===== config.mk =====
export PLATFORM = sky130hd
export DESIGN_NAME = port_resource_decoder
export DESIGN_NICKNAME = d
export VERILOG_FILES = /design/src/rtl/rrd_pkg.sv /design/src/rtl/rrd_a_decode.sv /design/src/rtl/rrd_offsets.sv /design/src/rtl/rrd_mailbox.sv /design/src/rtl/port_resource_decoder.sv
export SDC_FILE = /design/constraint.sdc
export NUM_CORES = 1
export LEC_CHECK = 0
export ABC_AREA = 1
export CAP_MARGIN = 20
export CORE_UTILIZATION = 45
export DETAILED_ROUTE_END_ITERATION = 10
export PLACE_DENSITY = 0.86
export SYNTH_ARGS = -nofsm -noshare
export SYNTH_HDL_FRONTEND = slang
export SYNTH_HIERARCHICAL = 1
export SYNTH_SLANG_ARGS = --single-unit

===== constraint.sdc =====
create_clock -name clk -period 1.3 [get_ports clk]
set_input_delay 0.13 -clock clk [delete_from_list [all_inputs] [get_ports clk]]
set_output_delay 0.13 -clock clk [all_outputs]
set_load 0.05 [all_outputs]

===== src/rtl/rrd_pkg.sv =====
package rrd_pkg;
  localparam int NOFS = 4;

  localparam logic [2:0] SEL_A_FIFO = 3'b111;
  localparam logic [2:0] SEL_A_MBX  = 3'b110;
  localparam logic [2:0] SEL_A_ALL  = 3'b101;
  localparam logic [2:0] SEL_A_CTRL = 3'b100;

  localparam logic SEL_B_FIFO = 1'b1;
  localparam logic SEL_B_MBX  = 1'b0;

  typedef struct packed {
    logic            fifo_wr;
    logic            fifo_rd;
    logic            mbx_wr;
    logic            mbx_rd;
    logic            all_wr;
    logic            ctrl_wr;
    logic            reg_rd;
    logic [NOFS-1:0] ofs_wr;
  } a_dec_t;
endpackage


===== src/rtl/rrd_a_decode.sv =====
module rrd_a_decode
  import rrd_pkg::*;
(
  input  logic       en,
  input  logic       rw,
  input  logic [2:0] sel,
  output a_dec_t     dec
);
  logic wr_cyc;
  logic rd_cyc;

  assign wr_cyc = en && !rw;
  assign rd_cyc = en && rw;

  always_comb begin
    dec.fifo_wr = wr_cyc && (sel == SEL_A_FIFO);
    dec.fifo_rd = rd_cyc && (sel == SEL_A_FIFO);
    dec.mbx_wr  = wr_cyc && (sel == SEL_A_MBX);
    dec.mbx_rd  = rd_cyc && (sel == SEL_A_MBX);
    dec.all_wr  = wr_cyc && (sel == SEL_A_ALL);
    dec.ctrl_wr = wr_cyc && (sel == SEL_A_CTRL);
    dec.reg_rd  = rd_cyc && (sel != SEL_A_FIFO);
  end

  for (genvar i = 0; i < NOFS; i++) begin : g_ofs_dec
    assign dec.ofs_wr[i] = wr_cyc && !sel[2] && (sel[1:0] == i[1:0]);
  end
endmodule


===== src/rtl/rrd_offsets.sv =====
module rrd_offsets
  import rrd_pkg::*;
#(
  parameter int DW      = 36,
  parameter int OW      = 9,
  parameter int OFS_RST = 8
) (
  input  logic                      clk,
  input  logic                      rst,
  input  logic [NOFS-1:0]           wr_one,
  input  logic                      wr_all,
  input  logic [DW-1:0]             wdata,
  output logic [NOFS-1:0][OW-1:0]   ofs_q,
  output logic [DW-1:0]             packed_q
);
  localparam int USED = NOFS * OW;

  for (genvar i = 0; i < NOFS; i++) begin : g_ofs
    always_ff @(posedge clk) begin
      if (rst)            ofs_q[i] <= OW'(OFS_RST);
      else if (wr_one[i]) ofs_q[i] <= wdata[OW-1:0];
      else if (wr_all)    ofs_q[i] <= wdata[DW-1-i*OW -: OW];
    end

    assign packed_q[DW-1-i*OW -: OW] = ofs_q[i];

    assert_ofs_write_R4: assert property (@(posedge clk) disable iff (rst)
      wr_one[i] |=> ofs_q[i] == $past(wdata[OW-1:0]));

    assert_ofs_all_R5: assert property (@(posedge clk) disable iff (rst)
      (wr_all && !wr_one[i]) |=> ofs_q[i] == $past(wdata[DW-1-i*OW -: OW]));

    assert_ofs_hold_R10: assert property (@(posedge clk) disable iff (rst)
      (!wr_one[i] && !wr_all) |=> $stable(ofs_q[i]));
  end

  if (DW > USED) begin : g_pad
    assign packed_q[DW-USED-1:0] = '0;
  end
endmodule


===== src/rtl/rrd_mailbox.sv =====
module rrd_mailbox #(
  parameter int DW = 36
) (
  input  logic          clk,
  input  logic          rst,
  input  logic          wr,
  input  logic          rd,
  input  logic [DW-1:0] wdata,
  output logic [DW-1:0] data_q,
  output logic          full_q
);
  always_ff @(posedge clk) begin
    if (rst) begin
      data_q <= '0;
      full_q <= 1'b0;
    end else begin
      if (wr) data_q <= wdata;
      if (wr)      full_q <= 1'b1;
      else if (rd) full_q <= 1'b0;
    end
  end

  assert_mbx_set_R7: assert property (@(posedge clk) disable iff (rst)
    wr |=> full_q && data_q == $past(wdata));

  assert_mbx_clear_R8: assert property (@(posedge clk) disable iff (rst)
    (rd && !wr) |=> !full_q);

  assert_mbx_collide_R9: assert property (@(posedge clk) disable iff (rst)
    (rd && wr) |=> full_q);

  assert_mbx_hold_R10: assert property (@(posedge clk) disable iff (rst)
    (!rd && !wr) |=> $stable(full_q) && $stable(data_q));
endmodule


===== src/rtl/port_resource_decoder.sv =====
module port_resource_decoder
  import rrd_pkg::*;
#(
  parameter int DW      = 36,
  parameter int OW      = 9,
  parameter int OFS_RST = 8
) (
  input  logic          clk,
  input  logic          rst,
  input  logic          a_en,
  input  logic          a_rw,
  input  logic [2:0]    a_sel,
  input  logic [DW-1:0] a_wdata,
  output logic [DW-1:0] a_rdata,
  output logic          a_fifo_wr,
  output logic          a_fifo_rd,
  input  logic          b_en,
  input  logic          b_rw,
  input  logic          b_sel,
  input  logic [DW-1:0] b_wdata,
  output logic [DW-1:0] b_rdata,
  output logic          b_fifo_wr,
  output logic          b_fifo_rd,
  output logic [DW-1:0] ctrl_q,
  output logic [OW-1:0] af2_ofs,
  output logic [OW-1:0] ae2_ofs,
  output logic [OW-1:0] af1_ofs,
  output logic [OW-1:0] ae1_ofs,
  output logic          mbx_ab_full,
  output logic          mbx_ba_full
);
  localparam int PAD = DW - OW;

  a_dec_t                  a_dec;
  logic                    b_fifo_wr_d, b_fifo_rd_d, b_mbx_wr, b_mbx_rd;
  logic [NOFS-1:0][OW-1:0] ofs_q;
  logic [DW-1:0]           ofs_packed;
  logic [DW-1:0]           ab_data, ba_data;

  rrd_a_decode u_a_dec (
    .en  (a_en),
    .rw  (a_rw),
    .sel (a_sel),
    .dec (a_dec)
  );

  assign b_fifo_wr_d = b_en && !b_rw && (b_sel == SEL_B_FIFO);
  assign b_fifo_rd_d = b_en &&  b_rw && (b_sel == SEL_B_FIFO);
  assign b_mbx_wr    = b_en && !b_rw && (b_sel == SEL_B_MBX);
  assign b_mbx_rd    = b_en &&  b_rw && (b_sel == SEL_B_MBX);

  rrd_offsets #(.DW(DW), .OW(OW), .OFS_RST(OFS_RST)) u_ofs (
    .clk      (clk),
    .rst      (rst),
    .wr_one   (a_dec.ofs_wr),
    .wr_all   (a_dec.all_wr),
    .wdata    (a_wdata),
    .ofs_q    (ofs_q),
    .packed_q (ofs_packed)
  );

  rrd_mailbox #(.DW(DW)) u_mbx_ab (
    .clk    (clk),
    .rst    (rst),
    .wr     (a_dec.mbx_wr),
    .rd     (b_mbx_rd),
    .wdata  (a_wdata),
    .data_q (ab_data),
    .full_q (mbx_ab_full)
  );

  rrd_mailbox #(.DW(DW)) u_mbx_ba (
    .clk    (clk),
    .rst    (rst),
    .wr     (b_mbx_wr),
    .rd     (a_dec.mbx_rd),
    .wdata  (b_wdata),
    .data_q (ba_data),
    .full_q (mbx_ba_full)
  );

  assign af2_ofs = ofs_q[0];
  assign ae2_ofs = ofs_q[1];
  assign af1_ofs = ofs_q[2];
  assign ae1_ofs = ofs_q[3];

  always_ff @(posedge clk) begin
    if (rst) begin
      ctrl_q <= '0;
    end else if (a_dec.ctrl_wr) begin
      ctrl_q <= a_wdata;
    end
  end

  always_ff @(posedge clk) begin
    if (rst) begin
      a_rdata <= '0;
    end else if (a_dec.reg_rd) begin
      case (a_sel)
        SEL_A_MBX:  a_rdata <= ba_data;
        SEL_A_ALL:  a_rdata <= ofs_packed;
        SEL_A_CTRL: a_rdata <= '0;
        default:    a_rdata <= {{PAD{1'b0}}, ofs_q[a_sel[1:0]]};
      endcase
    end
  end

  always_ff @(posedge clk) begin
    if (rst) begin
      b_rdata <= '0;
    end else if (b_mbx_rd) begin
      b_rdata <= ab_data;
    end
  end

  always_ff @(posedge clk) begin
    if (rst) begin
      a_fifo_wr <= 1'b0;
      a_fifo_rd <= 1'b0;
      b_fifo_wr <= 1'b0;
      b_fifo_rd <= 1'b0;
    end else begin
      a_fifo_wr <= a_dec.fifo_wr;
      a_fifo_rd <= a_dec.fifo_rd;
      b_fifo_wr <= b_fifo_wr_d;
      b_fifo_rd <= b_fifo_rd_d;
    end
  end

  assert_a_fifo_strobe_R2: assert property (@(posedge clk) disable iff (rst)
    (a_en && a_sel == SEL_A_FIFO) |=> (a_fifo_wr != a_fifo_rd) && $stable(a_rdata));

  assert_b_fifo_strobe_R3: assert property (@(posedge clk) disable iff (rst)
    (b_en && b_sel == SEL_B_FIFO) |=> (b_fifo_wr != b_fifo_rd) && $stable(b_rdata));

  assert_ctrl_read_zero_R6: assert property (@(posedge clk) disable iff (rst)
    (a_en && a_rw && a_sel == SEL_A_CTRL) |=> a_rdata == '0 && $stable(ctrl_q));

  assert_idle_a_R10: assert property (@(posedge clk) disable iff (rst)
    !a_en |=> !a_fifo_wr && !a_fifo_rd && $stable(a_rdata) && $stable(ctrl_q));

  assert_idle_b_R10: assert property (@(posedge clk) disable iff (rst)
    !b_en |=> !b_fifo_wr && !b_fifo_rd && $stable(b_rdata));

  assert_reset_flags_R1: assert property (@(posedge clk) disable iff (rst)
    $fell(rst) |-> !mbx_ab_full && !mbx_ba_full && ctrl_q == '0);
endmodule


==> results.yml <==
status:
  run_status: "completed"
die:
  die_y_um: 150
  core-area_um2: 21300
  ios: 232
  die-area_um2: 22500
  fp.dieW_um: 150
  rows: 53
  start_util_pct: 46.4
placed_design:
  place_congestion: 0.922
  place_inst: 1856
  io_buffers: 231
  place_ws_ps: -508
  dp_hpwl_mm: 23.4
worst_setup_path:
  path_buf_inv: 1
  slowest_delay_ps: 440
  worstPathArrival_ps: 1140
  endpoint_kind: "output pin"
  path_cells: "buf_12"
  cp_data_required_time_ps: 1170
  crit_slowest_cell: "dfxtp_2"
  crit_path_start_kind: "flip-flop"
  critPathTopFamily: "flip-flops"
  worstSetupPathType: "reg2out"
  critPathMaxFanout: 4
detailed_routing:
  vias: 9873
  drc: 0
  viasPerCell: 5.20
  drtAntennaViolNets: 0
  wl_mm: 32.8
  wl_per_cell_um: 17.3
  firstDrtPassIters: 5
  drtIter0Drc: 830
global_route:
  grt_remaining_overflow: 0
  antenna_found_initial: 1
  grt_max_degree: 68
  first_global_vias: 9357
  track_usage_pct: 28.6
  grt_pass1_wl_mm: 50.3
min_path:
  min_path_type: "in2reg"
run:
  drv_cap: 0
cells_and_area:
  final_nets: 1687
  drive_above_1_share_pct: 25.2
  fillers: 1560
  fin_cells: 1899
  syn_to_final_growth_pct: 51.9
  ff_latch_area_um2: 4490
  final_util_pct: 70.5
  multi_input_area_um2: 4160
synth:
  synth_area_leader_cell: "dfxtp_1"
  synth.avg_cell_area_um2: 7.19
  synth_top_cell_area_share_pct: 45.0
  seq_area_frac_synth_pct: 45.0
  yosysWarnings: 6
  ys_async_sr_fraction_pct: 0
  syn_area_um2: 9870
  synth_top_flop_cell: "dfxtp_1"
  synth_seq_cells: 222
  synthCells: 1374
  ys_top_cells_by_area: "dfxtp_1, nor2_1, nand2_1"
  syn_nets: 1456
  ys_types: 28
  synth_edf_count: 0
sta:
  rsz0062_at_grt: "true"
  hold_slack_ps: 149
  hold_viol_final: 0
  tightest_slew_ps: 388
  setup_slack_ps: 26.0
  fmax_mhz: 785
  setup_viol: 0
  maxSlewHeadroom_pct: 74.1
  min_period_ps: 1270
  drv_slew: 0
  fin_crit_sh_pct: 98.0
  final.setup_skew_ps: 24.0
pwr:
  swShare_pct: 26.3
  p_comb_share_pct: 15.0
  design_power_total_mw: 16.9
  netSwitchingPower_mw: 4.45
  clock_power_share_pct: 42.0
  seq_power_share_pct: 42.9
  cellLeakagePower_nw: 6.67
  max-vdd-ir-drop_mv: 1.21
  intPower_mw: 12.5
  power_density_nw_per_um2: 1130
clocking:
  clockBufferDepth: 3
  tritoncts: "built"
  clk_pin_slew_worst_paths_ps: 70
  cts-root-buf: "clkbuf_16"
  clock_sinks: 222
  h-tree-depth: 1
  cts_made_buffers: 23
  clock_latency_ps: 530
[cells by family (layout without fill, tap and decap cells)]
kind of cell | after synthesis | after routing | synth area share [%]
AOI/OAI and AO/OA | 233 | 233 | 11.9
and+or+nand+nor | 686 | 687 | 29.6
other | 0 | 2 | 0
buffers and inverters | 233 | 480 | 13.5
DFF | 222 | 222 | 45.0
[registers in the layout, summed over array words and instances (netlist names)]
name             flops
a_fifo_rd            1
a_fifo_wr            1
a_rdata             36
b_fifo_rd            1
b_fifo_wr            1
b_rdata             36
ctrl_q              36
u_mbx_ab/data_q     36
u_mbx_ab/full_q      1
u_mbx_ba/data_q     36
u_mbx_ba/full_q      1
u_ofs/ofs_q         36
[synth_stat cells, types with 21 or more instances]
| cell type | n |
|---|---|
| nand3_1 | 27 |
| nor2_2 | 62 |
| a21oi_1 | 51 |
| clkbuf_1 | 21 |
| nand2_1 | 262 |
| nor2_1 | 287 |
| buf_4 | 44 |
| inv_1 | 107 |
| buf_2 | 22 |
| o21ai_0 | 131 |
| dfxtp_1 | 222 |
| o21ai_1 | 48 |
[power by group through the flow]
stage | logic (mW) | registers [mW] | clock network (mW)
6_report | 2.55 | 7.26 | 7.11
5_1_grt | 2.68 | 7.28 | 7.50
4_1_cts | 2.51 | 7.25 | 7.19
3_5_place_dp | 2.49 | 7.39 | 0
3_3_place_gp | 2.46 | 7.38 | 0
2_1_floorplan | 0.793 | 7.76 | 0
[path summary, 6_finish.rpt]
path / from / end / slack (ps) / cells past startpoint
max: u_ofs/ofs_q[8] / af2_ofs[8] / 30 / 1
min: a_en / a_fifo_wr / 150 / 5
max reg2reg: u_ofs/ofs_q[16] / a_rdata[7] / 80 / 10
min reg2reg: u_mbx_ab/data_q[16] / b_rdata[16] / 490 / 2
[final cells by class]
| type | count | share of cell area [%] |
|---|---|---|
| timing repair buffer | 319 | 31.3 |
| antenna | 2 | 0.0334 |
| sequential | 222 | 29.9 |
| tap | 275 | 2.29 |
| clock inverter | 12 | 1.18 |
| inverter | 119 | 3.22 |
| multi-input combinational | 920 | 27.7 |
| clock buffer | 30 | 4.28 |
[stage by stage]
| stage | cell area, um2 | TNS [ps] |
|---|---|---|
| floorplan | 9870 | 0 |
| global placement | 14000 | -74780 |
| detailed placement | 14000 | -85420 |
| CTS | 14900 | -0.501 |
| global route | 15000 | -94.2 |
| finish | 15000 | 0 |
[repair_timing]
| action | 4_1_cts | 5_1_grt |
|---|---|---|
| gates resized for setup | 28 | 37 |
| buffers inserted | 2 | 1 |
| hold buffers | 1 | 0 |
| gates cloned | 0 | 2 |
| endpoints found under the hold margin | 1 | 0 |
| setup endpoints to repair | 24 | 132 |
| pin swaps | 0 | 2 |
[cells in the final DEF, fill, tap and decap left out, types with 11 or more instances in the layout]
master and instances:
o21ai_1 48, nor2_2 65, nor3_1 15, o21ai_0 131
buf_6 11, dfxtp_2 30, nand4_1 18, a21oi_1 50
clkdlybuf4s50_1 77, buf_12 163, nor2_1 281, buf_4 62
nand2_1 262, clkbuf_16 24, inv_1 105, nand3_1 26
dfxtp_1 190
[metal layers]
metal / routed length [um] / track usage (%) / up-vias
met5: 0 / 0 / -
met4: 933 / 8.79 / 0
met3: 3220 / 6.06 / 70
met2: 15300 / 47.8 / 486
met1: 13400 / 36.8 / 4575
li1: - / - / 4742
Power figures use the tool's default switching activity.
